[src/rtl/bus_hold_pkg.sv]
package bus_hold_pkg;
  typedef enum logic [2:0] {
    ST_OWN     = 3'd0,
    ST_DRAIN   = 3'd1,
    ST_HIZ     = 3'd2,
    ST_GRANT   = 3'd3,
    ST_REDRIVE = 3'd4,
    ST_RELEASE = 3'd5
  } hold_state_e;
endpackage

[src/rtl/bus_hold_sync.sv]
module bus_hold_sync #(
  parameter int   STAGES    = 2,
  parameter logic RESET_VAL = 1'b1
) (
  input  logic clk,
  input  logic rst,
  input  logic d,
  output logic q
);
  logic [STAGES-1:0] shreg;

  always_ff @(posedge clk) begin
    if (rst) shreg <= {STAGES{RESET_VAL}};
    else     shreg <= {shreg[STAGES-2:0], d};
  end

  assign q = shreg[STAGES-1];
endmodule

[src/rtl/bus_hold_burst.sv]
module bus_hold_burst #(
  parameter int BURST_MIN = 8
) (
  input  logic clk,
  input  logic rst,
  input  logic mem_busy,
  input  logic beat_done,
  output logic run_short
);
  localparam int RUN_W = $clog2(BURST_MIN + 1);
  localparam logic [RUN_W-1:0] RUN_FULL = RUN_W'(BURST_MIN);

  logic [RUN_W-1:0] run_cnt;

  // beats completed in the current uninterrupted busy run, saturating
  always_ff @(posedge clk) begin
    if (rst || !mem_busy)                      run_cnt <= '0;
    else if (beat_done && run_cnt != RUN_FULL) run_cnt <= run_cnt + 1'b1;
  end

  assign run_short = mem_busy && (run_cnt != RUN_FULL);

  AST_RUN_BOUND: assert property (@(posedge clk) disable iff (rst)
    run_cnt <= RUN_FULL);
  AST_RUN_CLEARS: assert property (@(posedge clk) disable iff (rst)
    !mem_busy |=> (run_cnt == '0));
endmodule

[src/rtl/bus_hold_fsm.sv]
module bus_hold_fsm
  import bus_hold_pkg::*;
#(
  parameter int SYNC_STAGES = 2,
  parameter int HIZ_MIN     = 4,
  parameter int ACK_LAG     = 1,
  parameter int REDRIVE_DLY = 4
) (
  input  logic clk,
  input  logic rst,
  input  logic req,
  input  logic mem_busy,
  input  logic run_short,
  input  logic burst_mode,
  input  logic hold_disable,
  output logic bus_oe,
  output logic ack_n,
  output logic inhibit
);
  localparam int DRAIN_MIN = HIZ_MIN - SYNC_STAGES;
  localparam int RD_WAIT   = REDRIVE_DLY - SYNC_STAGES;
  localparam int MAX_A     = (DRAIN_MIN > ACK_LAG) ? DRAIN_MIN : ACK_LAG;
  localparam int CNT_MAX   = (MAX_A > RD_WAIT) ? MAX_A : RD_WAIT;
  localparam int CNT_W     = $clog2(CNT_MAX + 1);
  localparam logic [CNT_W-1:0] DRAIN_LAST = CNT_W'(DRAIN_MIN - 1);
  localparam logic [CNT_W-1:0] LAG_LAST   = CNT_W'(ACK_LAG - 1);
  localparam logic [CNT_W-1:0] RD_LAST    = CNT_W'(RD_WAIT - 1);

  hold_state_e      state, nstate;
  logic [CNT_W-1:0] cnt, cnt_n;

  always_comb begin
    nstate = state;
    cnt_n  = cnt;
    unique case (state)
      ST_OWN: begin
        if (req && !hold_disable) begin
          nstate = ST_DRAIN;
          cnt_n  = '0;
        end
      end
      ST_DRAIN: begin
        if (!req || hold_disable) begin
          nstate = ST_OWN;
          cnt_n  = '0;
        end else if (cnt == DRAIN_LAST && !mem_busy) begin
          nstate = ST_HIZ;
          cnt_n  = '0;
        end else if (cnt != DRAIN_LAST) begin
          cnt_n = cnt + 1'b1;
        end
      end
      ST_HIZ: begin
        if (cnt == LAG_LAST) begin
          nstate = ST_GRANT;
          cnt_n  = '0;
        end else begin
          cnt_n = cnt + 1'b1;
        end
      end
      ST_GRANT: begin
        if (!req) begin
          nstate = ST_REDRIVE;
          cnt_n  = '0;
        end
      end
      ST_REDRIVE: begin
        if (cnt == RD_LAST) begin
          nstate = ST_RELEASE;
          cnt_n  = '0;
        end else begin
          cnt_n = cnt + 1'b1;
        end
      end
      ST_RELEASE: begin
        if (cnt == LAG_LAST) begin
          nstate = ST_OWN;
          cnt_n  = '0;
        end else begin
          cnt_n = cnt + 1'b1;
        end
      end
      default: begin
        nstate = ST_OWN;
        cnt_n  = '0;
      end
    endcase
  end

  always_ff @(posedge clk) begin
    if (rst) begin
      state   <= ST_OWN;
      cnt     <= '0;
      bus_oe  <= 1'b1;
      ack_n   <= 1'b1;
      inhibit <= 1'b0;
    end else begin
      state   <= nstate;
      cnt     <= cnt_n;
      bus_oe  <= !(nstate inside {ST_HIZ, ST_GRANT, ST_REDRIVE});
      ack_n   <= !(nstate inside {ST_GRANT, ST_REDRIVE, ST_RELEASE});
      inhibit <= (nstate != ST_OWN) &&
                 !(nstate == ST_DRAIN && burst_mode && run_short);
    end
  end

  AST_HIZ_ONLY_IDLE: assert property (@(posedge clk) disable iff (rst)
    $fell(bus_oe) |-> !$past(mem_busy));
  AST_ACK_AFTER_HIZ: assert property (@(posedge clk) disable iff (rst)
    $fell(ack_n) |-> !bus_oe);
  AST_DRIVE_BEFORE_UNACK: assert property (@(posedge clk) disable iff (rst)
    $rose(ack_n) |-> bus_oe);
  AST_DISABLE_REFUSES: assert property (@(posedge clk) disable iff (rst)
    (hold_disable && bus_oe && ack_n) |=> ack_n);
  AST_WITHDRAW_NO_ACK: assert property (@(posedge clk) disable iff (rst)
    (!req && bus_oe && ack_n) |=> ack_n);
  AST_INHIBIT_WHEN_ACK: assert property (@(posedge clk) disable iff (rst)
    !ack_n |-> inhibit);
  AST_GRANT_PERSISTS: assert property (@(posedge clk) disable iff (rst)
    (!ack_n && !bus_oe && req) |=> !ack_n);
endmodule

[src/rtl/bus_hold_ctrl.sv]
module bus_hold_ctrl #(
  parameter int SYNC_STAGES = 2,
  parameter int HIZ_MIN     = 4,
  parameter int ACK_LAG     = 1,
  parameter int REDRIVE_DLY = 4,
  parameter int BURST_MIN   = 8
) (
  input  logic clk,
  input  logic rst,
  input  logic hold_req_n,
  input  logic mem_busy,
  input  logic beat_done,
  input  logic burst_mode,
  input  logic hold_disable,
  output logic hold_ack_n,
  output logic bus_oe,
  output logic txn_inhibit
);
  logic req_sync_n;
  logic run_short;

  bus_hold_sync #(.STAGES(SYNC_STAGES), .RESET_VAL(1'b1)) u_sync (
    .clk (clk),
    .rst (rst),
    .d   (hold_req_n),
    .q   (req_sync_n)
  );

  bus_hold_burst #(.BURST_MIN(BURST_MIN)) u_burst (
    .clk       (clk),
    .rst       (rst),
    .mem_busy  (mem_busy),
    .beat_done (beat_done),
    .run_short (run_short)
  );

  bus_hold_fsm #(
    .SYNC_STAGES (SYNC_STAGES),
    .HIZ_MIN     (HIZ_MIN),
    .ACK_LAG     (ACK_LAG),
    .REDRIVE_DLY (REDRIVE_DLY)
  ) u_fsm (
    .clk          (clk),
    .rst          (rst),
    .req          (!req_sync_n),
    .mem_busy     (mem_busy),
    .run_short    (run_short),
    .burst_mode   (burst_mode),
    .hold_disable (hold_disable),
    .bus_oe       (bus_oe),
    .ack_n        (hold_ack_n),
    .inhibit      (txn_inhibit)
  );
endmodule

[config.mk]
export PLATFORM = sky130hd
export DESIGN_NAME = bus_hold_ctrl
export DESIGN_NICKNAME = d
export VERILOG_FILES = /design/src/rtl/bus_hold_pkg.sv /design/src/rtl/bus_hold_sync.sv /design/src/rtl/bus_hold_burst.sv /design/src/rtl/bus_hold_fsm.sv /design/src/rtl/bus_hold_ctrl.sv
export SDC_FILE = /design/constraint.sdc
export NUM_CORES = 1
export LEC_CHECK = 0
export BUFFER_PORTS_ARGS = -buffer_cell sky130_fd_sc_hd__buf_2
export CORE_UTILIZATION = 58
export DETAILED_ROUTE_END_ITERATION = 8
export HOLD_SLACK_MARGIN = 0.15
export PLACE_DENSITY = 0.8
export SYNTH_ARGS = -nofsm -noshare
export SYNTH_HDL_FRONTEND = slang
export SYNTH_SLANG_ARGS = --single-unit
[constraint.sdc]
create_clock -name clk -period 3.6 [get_ports clk]
set_clock_uncertainty 0.05 [all_clocks]
set_input_delay 0.72 -clock clk [delete_from_list [all_inputs] [get_ports clk]]
set_output_delay 0.72 -clock clk [all_outputs]
set_load 0.005 [all_outputs]
; ---- Yosys cells after proc, flatten, opt, wreduce, memory -nomap -nowiden
; Index checks and enable logic that the tools add are counted.
[op_classes]
addsub = 2
n_mux = 16
n_eq_ne = 16
n_reduce_logical = 22
[op_table]
columns = operator, n
row1 = $mux W3, 7
row2 = $pmux W3 S6, 1
row3 = $mux W2, 7
row4 = $eq A3 B2 Y1 const B, 4
row5 = $eq A3 B3 Y1 const B, 4
row6 = $pmux W2 S5, 1
row7 = $reduce_bool A3 Y1, 3
row8 = $logic_and A1 B1 Y1, 7
row9 = $eq A3 B1 Y1 const B, 2
row10 = $logic_not A1 Y1, 6
row11 = $add A4 B1 Y4 const B, 1
row12 = $ne A2 B1 Y1 const B, 2
row13 = $ne A4 B1 Y1 const B, 1
row14 = $ne A4 B4 Y1 const B, 1
row15 = $logic_not A3 Y1, 1
row16 = $reduce_and A3 Y1, 1
row17 = $add A2 B1 Y2 const B, 1
row18 = $eq A2 B1 Y1 const B, 1
row19 = $logic_not A2 Y1, 1
row20 = $logic_or A1 B1 Y1, 2
row21 = $ne A2 B2 Y1 const B, 1
row22 = $reduce_or A2 Y1, 1
[word_totals]
ff_bits = 14
output_inout_bits = 3
elab_cells = 63

; ---- Logic depth before layout (Yosys ltp)
; Gate-level depths: netlist of run 1.
[depth]
ltp_word = 10
depth_mapped = 7

; ---- Cells and area by module
; A second synthesis of run 1 with hierarchy kept.
[unflattened]
hier_cells = 98
area_unflattened_um2 = 859.6
[by_module_without_submodules]
columns = mod, seq_area_each_um2, cells_per_inst, area_per_inst_um2, instances
row1 = bus_hold_fsm, 160.2, 69, 575.6, 1
row2 = bus_hold_burst, 80.1, 24, 227.7, 1
row3 = bus_hold_sync, 40.0, 4, 52.6, 1
row4 = bus_hold_ctrl, 0.0, 1, 3.8, 1

; ---- Worst setup path before layout of run 1
; Ideal clock, no wire load.
[synth_path]
path_type = input -> register
start = input port hold_disable
end = register u_fsm.cnt[1]
t_required_ns = 3.455
path_buffers = 0
t_arrival_ns = 1.433
cell_stages = 4
path_slack_ns = 2.022
cell_sequence = and3b_1 -> o211ai_1 -> a21o_1 -> a221oi_1
[synth_between]
elab_chain_len = 4
elab_cells_between_ends = 8
classes_between = eq/ne: 2 / mux: 2 / reduce/logical: 4
[synth_rtl]
columns = item, line
row1 = "start, declared", bus_hold_ctrl.sv:14  ; input logic hold_disable,
row2 = $logic_not A1 Y1, bus_hold_fsm.sv:37  ; if (req && !hold_disable) begin
row3 = $logic_and A1 B1 Y1, bus_hold_fsm.sv:37
row4 = $ne A2 B1 Y1 (no source line), --
row5 = $reduce_and A3 Y1 (no source line), --
row6 = "end signal, assigned", bus_hold_fsm.sv:99  ; cnt <= cnt_n;
row7 = "end, declared", bus_hold_fsm.sv:30  ; logic [CNT_W-1:0] cnt, cnt_n;
; Several ways; a longest one is shown, not always the timed one.
; A chain may end at the register's enable or synchronous reset.

; ---- Worst setup path after layout of run 1
[layout_path]
start = register u_fsm.cnt[0]
end = register u_fsm.cnt[1]
[layout_between]
elab_chain_len = 5
elab_cells_between_ends = 13
classes_between = add/sub: 1 / eq/ne: 3 / mux: 6 / reduce/logical: 3
[layout_rtl]
columns = item, line
row1 = $add A2 B1 Y2 / $eq A2 B1 Y1 (equally long branches), --
row2 = $mux W2 / $logic_and A1 B1 Y1 (equally long branches), "bus_hold_fsm.sv:49, bus_hold_fsm.sv:46"
row3 = $mux W2, bus_hold_fsm.sv:46  ; end else if (cnt == DRAIN_LAST && !mem_busy) begin
row4 = $mux W2, bus_hold_fsm.sv:43  ; if (!req || hold_disable) begin
row5 = $pmux W2 S5, bus_hold_fsm.sv:35  ; unique case (state)
; Several ways; a longest one is shown, not always the timed one. The select of a mux whose other input is x is not followed.

==> out/results.md, run 1 <==
| Parameter | This run |
|---|---|
| Result of the run | complete, no violations |
| Vias in the first global route | 533 |
| Clock latency at the later pin of the worst-skew pair | 0.27 ns |
| Path type of the worst min-delay path | reg -> reg |
| Crit end category | flop |
| Final Hold Vio Count | 0 |
| Pre-CTS worst setup slack | 1.82 ns |
| Req. time, crit path | 3.73 ns |
| Maximum number of pins on one net before global-route repair | 11 |
| Most frequent cells in the layout | sky130_fd_sc_hd__dfxtp_1, sky130_fd_sc_hd__inv_1, sky130_fd_sc_hd__nor2_1, sky130_fd_sc_hd__buf_2 |
| Crit path time final | 1.56 ns |
| Number of detailed-route iterations in the first pass | 4 |
| Post-synthesis cell count | 86 |
| Starting density of the core | 65.6% |
| Most common library cell in the layout ignoring fill and taps | sky130_fd_sc_hd__dfxtp_1 |
| Slowest library cell on the worst path | sky130_fd_sc_hd__dfxtp_1 |
| Ant. Diodes | 0 |
| Worst ir drop on vdd | 322 uV |
| Post-Route Setup TNS | 0 ns |
| Input/output buffers | 9 |
| Cell accounting for the most synthesized area | sky130_fd_sc_hd__dfxtp_1 |
| Area growth from synthesis to layout | 10.9% |
| I/O pin cnt | 10 |
| DRC viols | 0 |
| Worst slew slack as a fraction of its limit | 71.6% |
| GRT Residual Overflow | 0 |
| Layout cells sized above 1 | 21.6% |
| All-Layer GR Usage | 23.1% |
| Mean instance size in the synthesized netlist | 8.93 um^2 |
| Net count after synthesis | 98 |
| Clock root buffer master | sky130_fd_sc_hd__clkbuf_4 |
| Post-synthesis register bit count | 14 |
| Cell family with the largest share of critical-path delay | compound AO/OA/AOI/OAI gates |
| Least-Margin Pin Slew | 0.421 ns |
| Die area | 0.00147 mm^2 |
| Avg Vias per Cell | 5.71 |
| Standard cell core area | 0.00117 mm^2 |
| CTS Buffer Depth | 2 |
| Ys Warns | 0 |
| Worst-path fanout max | 5 |
| Clock net sink count | 14 |
| Combined area of all synthesized cells | 768 um^2 |
| Final setup margin | 2.04 ns |
| Final wirelength | 1.40 mm |
| Number of violations of the max-capacitance limit | 0 |
| Post-CTS setup buffer count | 0 |
| Antenna violations before repair | 0 |
| Areal power density over the cells | 339 mW/mm^2 |
| Non-Filler Instances | 111 |
| Clock tree from TritonCTS | yes |
| Highest clock frequency the design can meet | 639 MHz |
| First-pass GRT wire length | 2.26 mm |
| Count of H-tree levels built during CTS | 1 |
| Last weighted congestion value of the routability-driven placer | 0.934 |
| Total of cells resized after clock tree synthesis | 0 |
| # placed instances | 107 |
| Count of nets after finishing | 110 |
| Die span in y | 38.4 um |
| Count of vias placed by the detailed router | 634 |
| Netlist cell types | 33 |
| Violation count after the first detailed-routing iteration | 31 |
| Cells traversed along the worst timing path | ha_1 > and3b_1 > o211ai_1 > a21o_1 > a221oi_1 |
| Fin crit share | 43.5% |
| Cell area reported after detailed placement | 816 um^2 |
| Post-detailed-route wirelength per cell | 12.6 um |
| Count of pins over their slew limit | 0 |
| X dimension of the die | 38.4 um |
| Category of the critical setup timing path | reg -> reg |
| HPWL after DPL | 1.01 mm |
| Sequential area share after synthesis | 36.5% |
| Critical Path Start Type | flop |
| Delay of the slowest cell on the worst path | 0.40 ns |
| Arrival time worst endpoint | 1.70 ns |
| Main area contributors after synthesis | sky130_fd_sc_hd__dfxtp_1, sky130_fd_sc_hd__ha_1, sky130_fd_sc_hd__inv_1 |
| Top-area cell type share of the netlist area | 36.5% |
| Number of buffers created by CTS | 3 |
| Final cell area excluding filler cells | 852 um^2 |
| Count of buffer and inverter cells on the critical path | 0 |
| Number of hold buffers added after cts | 0 |
| Final setup vio count | 0 |
| Antenna-violating nets left | 0 |
| Row cnt | 12 |
| RSZ-0062 raised after global routing | false |
| Clock Pin Slew Worst Setup and Hold Paths | 0.07 ns |
| Leakage dissipation | 0.355 nW |
| Post-route worst hold slack | 0.370 ns |
==> final timing paths <==
path         slack [ns]  cells after the start                        from                         end
max                2.04                      5   u_fsm.cnt[0]$_SDFFE_PP0P_   u_fsm.cnt[1]$_SDFFE_PP0P_
min                0.37                      1  u_sync.shreg[0]$_SDFF_PP1_  u_sync.shreg[1]$_SDFF_PP1_
max reg2reg        2.04                      5   u_fsm.cnt[0]$_SDFFE_PP0P_   u_fsm.cnt[1]$_SDFFE_PP0P_
min reg2reg        0.37                      1  u_sync.shreg[0]$_SDFF_PP1_  u_sync.shreg[1]$_SDFF_PP1_
==> metal layers <==
layer	global-route usage [%]	part of all wire, %	vias to the layer above
met5	0	0	-
met4	7.76	0.57	0
met3	10.5	5.4	2
met2	33.5	45	18
met1	30.1	49	286
li1	-	-	328
==> kinds of logic after synthesis <==
family | count (synthesis) | synth area share (%)
fa+ha+maj | 5 | 8.14
xor+xnor | 3 | 3.42
simple gates | 32 | 22.8
compound gates | 21 | 22.8
flops | 14 | 36.5
buf+inv | 11 | 6.35
==> synthesized netlist by cell type (all sizes together) <==
library cell  number
nor2               9
inv                9
nand4              1
a221oi             3
nor4               1
nand3b             2
a22oi              1
nand3              3
a21o               2
a21oi              3
o31a               1
xor2               2
o211ai             1
a32oi              2
nand2b             3
and2b              2
and3b              1
o311ai             1
and3               1
o21a               1
or2                2
and2               1
a211oi             1
dfxtp             14
xnor2              1
o21ai              3
nor2b              1
o211a              1
ha                 5
o32ai              1
buf                2
nand2              5
==> area by class of cell <==
class                           count  area, um^2
Tap cell                           14        17.5
Inverter                            9        33.8
Clock buffer                        4        36.3
Fill cell                          90         319
Multi-Input combinational cell     61         439
Timing Repair Buffer                9        45.0
Sequential cell                    14         280
==> state kept, by name, indices dropped and copies added, names as in the netlist <==
register / flops
u_fsm.inhibit: 1
u_fsm.state: 3
u_sync.shreg: 2
u_burst.run_cnt: 4
u_fsm.bus_oe: 1
u_fsm.cnt: 2
u_fsm.ack_n: 1
==> power by group <==
group | internal, mW | switching, mW | leakage, nW
clock network | 0.0615 | 0.0447 | 0.0210
logic | 0.0103 | 0.0123 | 0.220
registers | 0.158 | 0.00273 | 0.114
total | 0.230 | 0.0597 | 0.355
==> through the flow <==
step	utilization, %	power [mW]
final	72.8	0.289
after global routing	72.8	0.305
after detailed placement	69.7	0.186
after CTS	72.8	0.293
after floorplan	-	0.179
after global placement	69.7	0.186
(Power assumes the default switching activity.)
==> inputs of run 2 (changes only) <==
--- a/config.mk
+++ b/config.mk
@@ -5,11 +5,12 @@
 export SDC_FILE = /design/constraint.sdc
 export NUM_CORES = 1
 export LEC_CHECK = 0
+export ABC_AREA = 1
 export BUFFER_PORTS_ARGS = -buffer_cell sky130_fd_sc_hd__buf_2
-export CORE_UTILIZATION = 58
+export CORE_UTILIZATION = 49
 export DETAILED_ROUTE_END_ITERATION = 8
 export HOLD_SLACK_MARGIN = 0.15
-export PLACE_DENSITY = 0.8
+export PLACE_DENSITY = 0.72
 export SYNTH_ARGS = -nofsm -noshare
 export SYNTH_HDL_FRONTEND = slang
 export SYNTH_SLANG_ARGS = --single-unit
==> constraint.sdc (replaced) <==
create_clock -name clk -period 1.4 [get_ports clk]
set_clock_uncertainty 0.05 [all_clocks]
set_input_delay 0.28 -clock clk [delete_from_list [all_inputs] [get_ports clk]]
set_output_delay 0.28 -clock clk [all_outputs]
set_load 0.005 [all_outputs]
==> out/results.md, run 2 <==
| Parameter | This run | Change |
|---|---|---|
| Result of the run | complete, no violations | unchanged |
| RSZ-0062 raised after global routing | true | was false |
| Ant. Diodes | 0 | unchanged |
| Path type of the worst min-delay path | in -> reg | was reg -> reg |
| Highest clock frequency the design can meet | 736 MHz | was 639 MHz |
| Cell family with the largest share of critical-path delay | simple AND/OR/NAND/NOR gates | was compound AO/OA/AOI/OAI gates |
| Areal power density over the cells | 683 mW/mm^2 | was 339 mW/mm^2 |
| Count of buffer and inverter cells on the critical path | 1 | was 0 |
| Clock Pin Slew Worst Setup and Hold Paths | 0.07 ns | about the same |
| Leakage dissipation | 0.460 nW | was 0.355 nW |
| Reg with most FFs | u_burst.run_cnt | unchanged |
| Die area | 0.00185 mm^2 | was 0.00147 mm^2 |
| Post-synthesis cell count | 124 | was 86 |
| CTS Buffer Depth | 2 | unchanged |
| Mean instance size in the synthesized netlist | 6.66 um^2 | was 8.93 um^2 |
| Violation count after the first detailed-routing iteration | 3 | was 31 |
| Area growth from synthesis to layout | 18.8% | was 10.9% |
| HPWL after DPL | 1.28 mm | was 1.01 mm |
| Worst ir drop on vdd | 569 uV | was 322 uV |
| Most common library cell in the layout ignoring fill and taps | sky130_fd_sc_hd__nand2_1 | was sky130_fd_sc_hd__dfxtp_1 |
| Die span in y | 43.1 um | was 38.4 um |
| Number of buffers created by CTS | 3 | unchanged |
| Fin crit share | 97.0% | was 43.5% |
| Antenna violations before repair | 0 | unchanged |
| Ys Warns | 0 | unchanged |
| Final setup vio count | 0 | unchanged |
| X dimension of the die | 43.1 um | was 38.4 um |
| GRT Residual Overflow | 0 | unchanged |
| Final Hold Vio Count | 0 | unchanged |
| Arrival time worst endpoint | 1.47 ns | was 1.70 ns |
| Cells traversed along the worst timing path | inv_1 > ha_1 > nand3_1 > nand2_1 > nor2_1 > nand3_1 > o21ai_1 > nor2_1 | was ha_1 > and3b_1 > o211ai_1 > a21o_1 > a221oi_1 |
| Avg Vias per Cell | 5.06 | was 5.71 |
| First-pass GRT wire length | 2.58 mm | was 2.26 mm |
| Post-detailed-route wirelength per cell | 11.0 um | was 12.6 um |
| Filler Cells Inserted | 145 | was 90 |
| Clock tree from TritonCTS | yes | unchanged |
| Final wirelength | 1.71 mm | was 1.40 mm |
| Slowest library cell on the worst path | sky130_fd_sc_hd__dfxtp_2 | was sky130_fd_sc_hd__dfxtp_1 |
| Least-Margin Pin Slew | 0.305 ns | was 0.421 ns |
| Input/output buffers | 9 | unchanged |
| Crit end category | flop | unchanged |
| Count of flip-flops with a built-in enable after synthesis | 0 | unchanged |
| I/O pin cnt | 10 | unchanged |
| Combined area of all synthesized cells | 826 um^2 | was 768 um^2 |
| Number of violations of the max-capacitance limit | 0 | unchanged |
| Maximum number of pins on one net before global-route repair | 9 | was 11 |
| Top-area cell type share of the netlist area | 33.9% | was 36.5% |
| Count of nets after finishing | 153 | was 110 |
| Most frequent cells in the layout | sky130_fd_sc_hd__nand2_1, sky130_fd_sc_hd__nand3_1, sky130_fd_sc_hd__inv_1, sky130_fd_sc_hd__nor2_1, sky130_fd_sc_hd__dfxtp_1 | was sky130_fd_sc_hd__dfxtp_1, sky130_fd_sc_hd__inv_1, sky130_fd_sc_hd__nor2_1, sky130_fd_sc_hd__buf_2 |
| Finished Core Util | 63.6% | was 72.8% |
| Req. time, crit path | 1.51 ns | was 3.73 ns |
| Clock root buffer master | sky130_fd_sc_hd__clkbuf_4 | unchanged |
| DRC viols | 0 | unchanged |
| # placed instances | 150 | was 107 |
| Most numerous cell types in the synthesized netlist | sky130_fd_sc_hd__nand2_1, sky130_fd_sc_hd__nand3_1, sky130_fd_sc_hd__inv_1 | was sky130_fd_sc_hd__dfxtp_1, sky130_fd_sc_hd__inv_1, sky130_fd_sc_hd__nor2_1 |
| Clock net sink count | 14 | unchanged |
| Clock latency at the later pin of the worst-skew pair | 0.26 ns | was 0.27 ns |
| Non-Filler Instances | 155 | was 111 |
| Last weighted congestion value of the routability-driven placer | 0.853 | was 0.934 |
| Antenna-violating nets left | 0 | unchanged |
| Standard cell core area | 0.00154 mm^2 | was 0.00117 mm^2 |
| Vias in the first global route | 638 | was 533 |
| Top-count cell post-synth | sky130_fd_sc_hd__nand2_1 | was sky130_fd_sc_hd__dfxtp_1 |
| Largest registers in the final layout | u_burst.run_cnt x4, u_fsm.state x3 | unchanged |
| Post-synthesis register bit count | 14 | unchanged |
| Layout cells sized above 1 | 28.1% | was 21.6% |
| Number of detailed-route iterations in the first pass | 4 | unchanged |
| Worst slew slack as a fraction of its limit | 79.6% | was 71.6% |
| Async set-or-reset flop fraction in the synthesized netlist | 0% | unchanged |
| Worst-path fanout max | 3 | was 5 |
| Count of vias placed by the detailed router | 784 | was 634 |
| Row cnt | 14 | was 12 |
| Netlist cell types | 18 | was 33 |
| Category of the critical setup timing path | reg -> reg | unchanged |
| Critical Path Start Type | flop | unchanged |
| Cell accounting for the most synthesized area | sky130_fd_sc_hd__dfxtp_1 | unchanged |
| Flip-flop count of the largest register after layout | 4 | unchanged |
| All-Layer GR Usage | 18.7% | was 23.1% |
| Count of H-tree levels built during CTS | 1 | unchanged |
| Sequential area share after synthesis | 33.9% | was 36.5% |
| Main area contributors after synthesis | sky130_fd_sc_hd__dfxtp_1, sky130_fd_sc_hd__nand3_1, sky130_fd_sc_hd__nand2_1 | was sky130_fd_sc_hd__dfxtp_1, sky130_fd_sc_hd__ha_1, sky130_fd_sc_hd__inv_1 |
| Count of pins over their slew limit | 0 | unchanged |
| Starting density of the core | 53.6% | was 65.6% |
| Delay of the slowest cell on the worst path | 0.34 ns | was 0.40 ns |
| Crit path time final | 1.36 ns | was 1.56 ns |
| Top_reg_cell synth | sky130_fd_sc_hd__dfxtp_1 | unchanged |
| Net count after synthesis | 136 | was 98 |
-- run 2: cell count changes after synthesis, moves of 4 or more --
cell                      before  now
sky130_fd_sc_hd__nor2_2        0    4
sky130_fd_sc_hd__nor2_1        9   14
sky130_fd_sc_hd__nand3_1       3   21
sky130_fd_sc_hd__inv_1         9   16
sky130_fd_sc_hd__nand2_1       5   24
-- run 2: layer usage --
layer	wire (um)	GRT usage [%]	vias up
li1	-	-	427
met1	816	23.5	343
met2	833	31.2	14
met3	56	6.38	0
met4	0	3.64	0
met5	0	0	-
-- run 2: cells by family (layout without fill, tap and decap cells) --
logic type / Yosys count / count (layout) / share of synthesized area, %
simple gates: 71 / 71 / 39.5
buf+inv: 21 / 36 / 10.6
flops: 14 / 14 / 33.9
compound gates: 13 / 13 / 8.33
fa+ha+maj: 5 / 5 / 7.58
-- run 2: area by class of cell --
class / instances / area [um^2] / share of cell area (%)
tap: 16 / 20.0 / 2.04
multi-input combinational: 89 / 495 / 50.5
timing repair buffer: 14 / 85.1 / 8.67
clock buffer: 3 / 22.5 / 2.30
sequential: 14 / 287 / 29.2
inverter: 19 / 71.3 / 7.27
-- run 2: timing repair --
item | CTS | global route
resized for setup | 3 | 12
gates cloned | 0 | 0
pin swaps | 0 | 1
hold buffers | 1 | 0
endpoints found under the hold margin | 1 | 0
buffers inserted | 0 | 1
endpoints found under the setup margin | 4 | 8
-- run 2: per-stage QoR --
step / power (mW) / hold WS, ns / cell area [um^2] / TNS, ns / setup WS, ns
2_1_floorplan: 0.447 / 0.299 / 826 / 0 / 0.125
3_3_place_gp: 0.466 / 0.344 / 897 / -0.0422 / -0.0216
3_5_place_dp: 0.467 / 0.347 / 897 / -0.0928 / -0.0535
4_1_cts: 0.680 / 0.204 / 935 / 0 / 0.00735
5_1_grt: 0.711 / 0.231 / 981 / -0.145 / -0.0574
6_report: 0.670 / 0.229 / 981 / 0 / 0.0419
-- run 2: report_power, final --
group | internal [mW] | leakage, nW | total (mW) | switching [mW]
combinational | 0.0240 | 0.331 | 0.0564 | 0.0324
clock | 0.0993 | 0.0138 | 0.206 | 0.106
sequential | 0.403 | 0.115 | 0.408 | 0.00481
total | 0.526 | 0.460 | 0.670 | 0.144
-- run 2: final timing paths --
check | startpoint | endpoint | slack [ns] | depth (start not counted)
hold reg to reg | u_sync.shreg[0]$_SDFF_PP1_ | u_sync.shreg[1]$_SDFF_PP1_ | 0.37 | 1
setup / recovery | u_burst.run_cnt[0]$_SDFFE_PP0P_ | u_burst.run_cnt[3]$_SDFFE_PP0P_ | 0.04 | 8
hold / removal | rst | u_fsm.cnt[0]$_SDFFE_PP0P_ | 0.23 | 2
setup reg to reg | u_burst.run_cnt[0]$_SDFFE_PP0P_ | u_burst.run_cnt[3]$_SDFFE_PP0P_ | 0.04 | 8
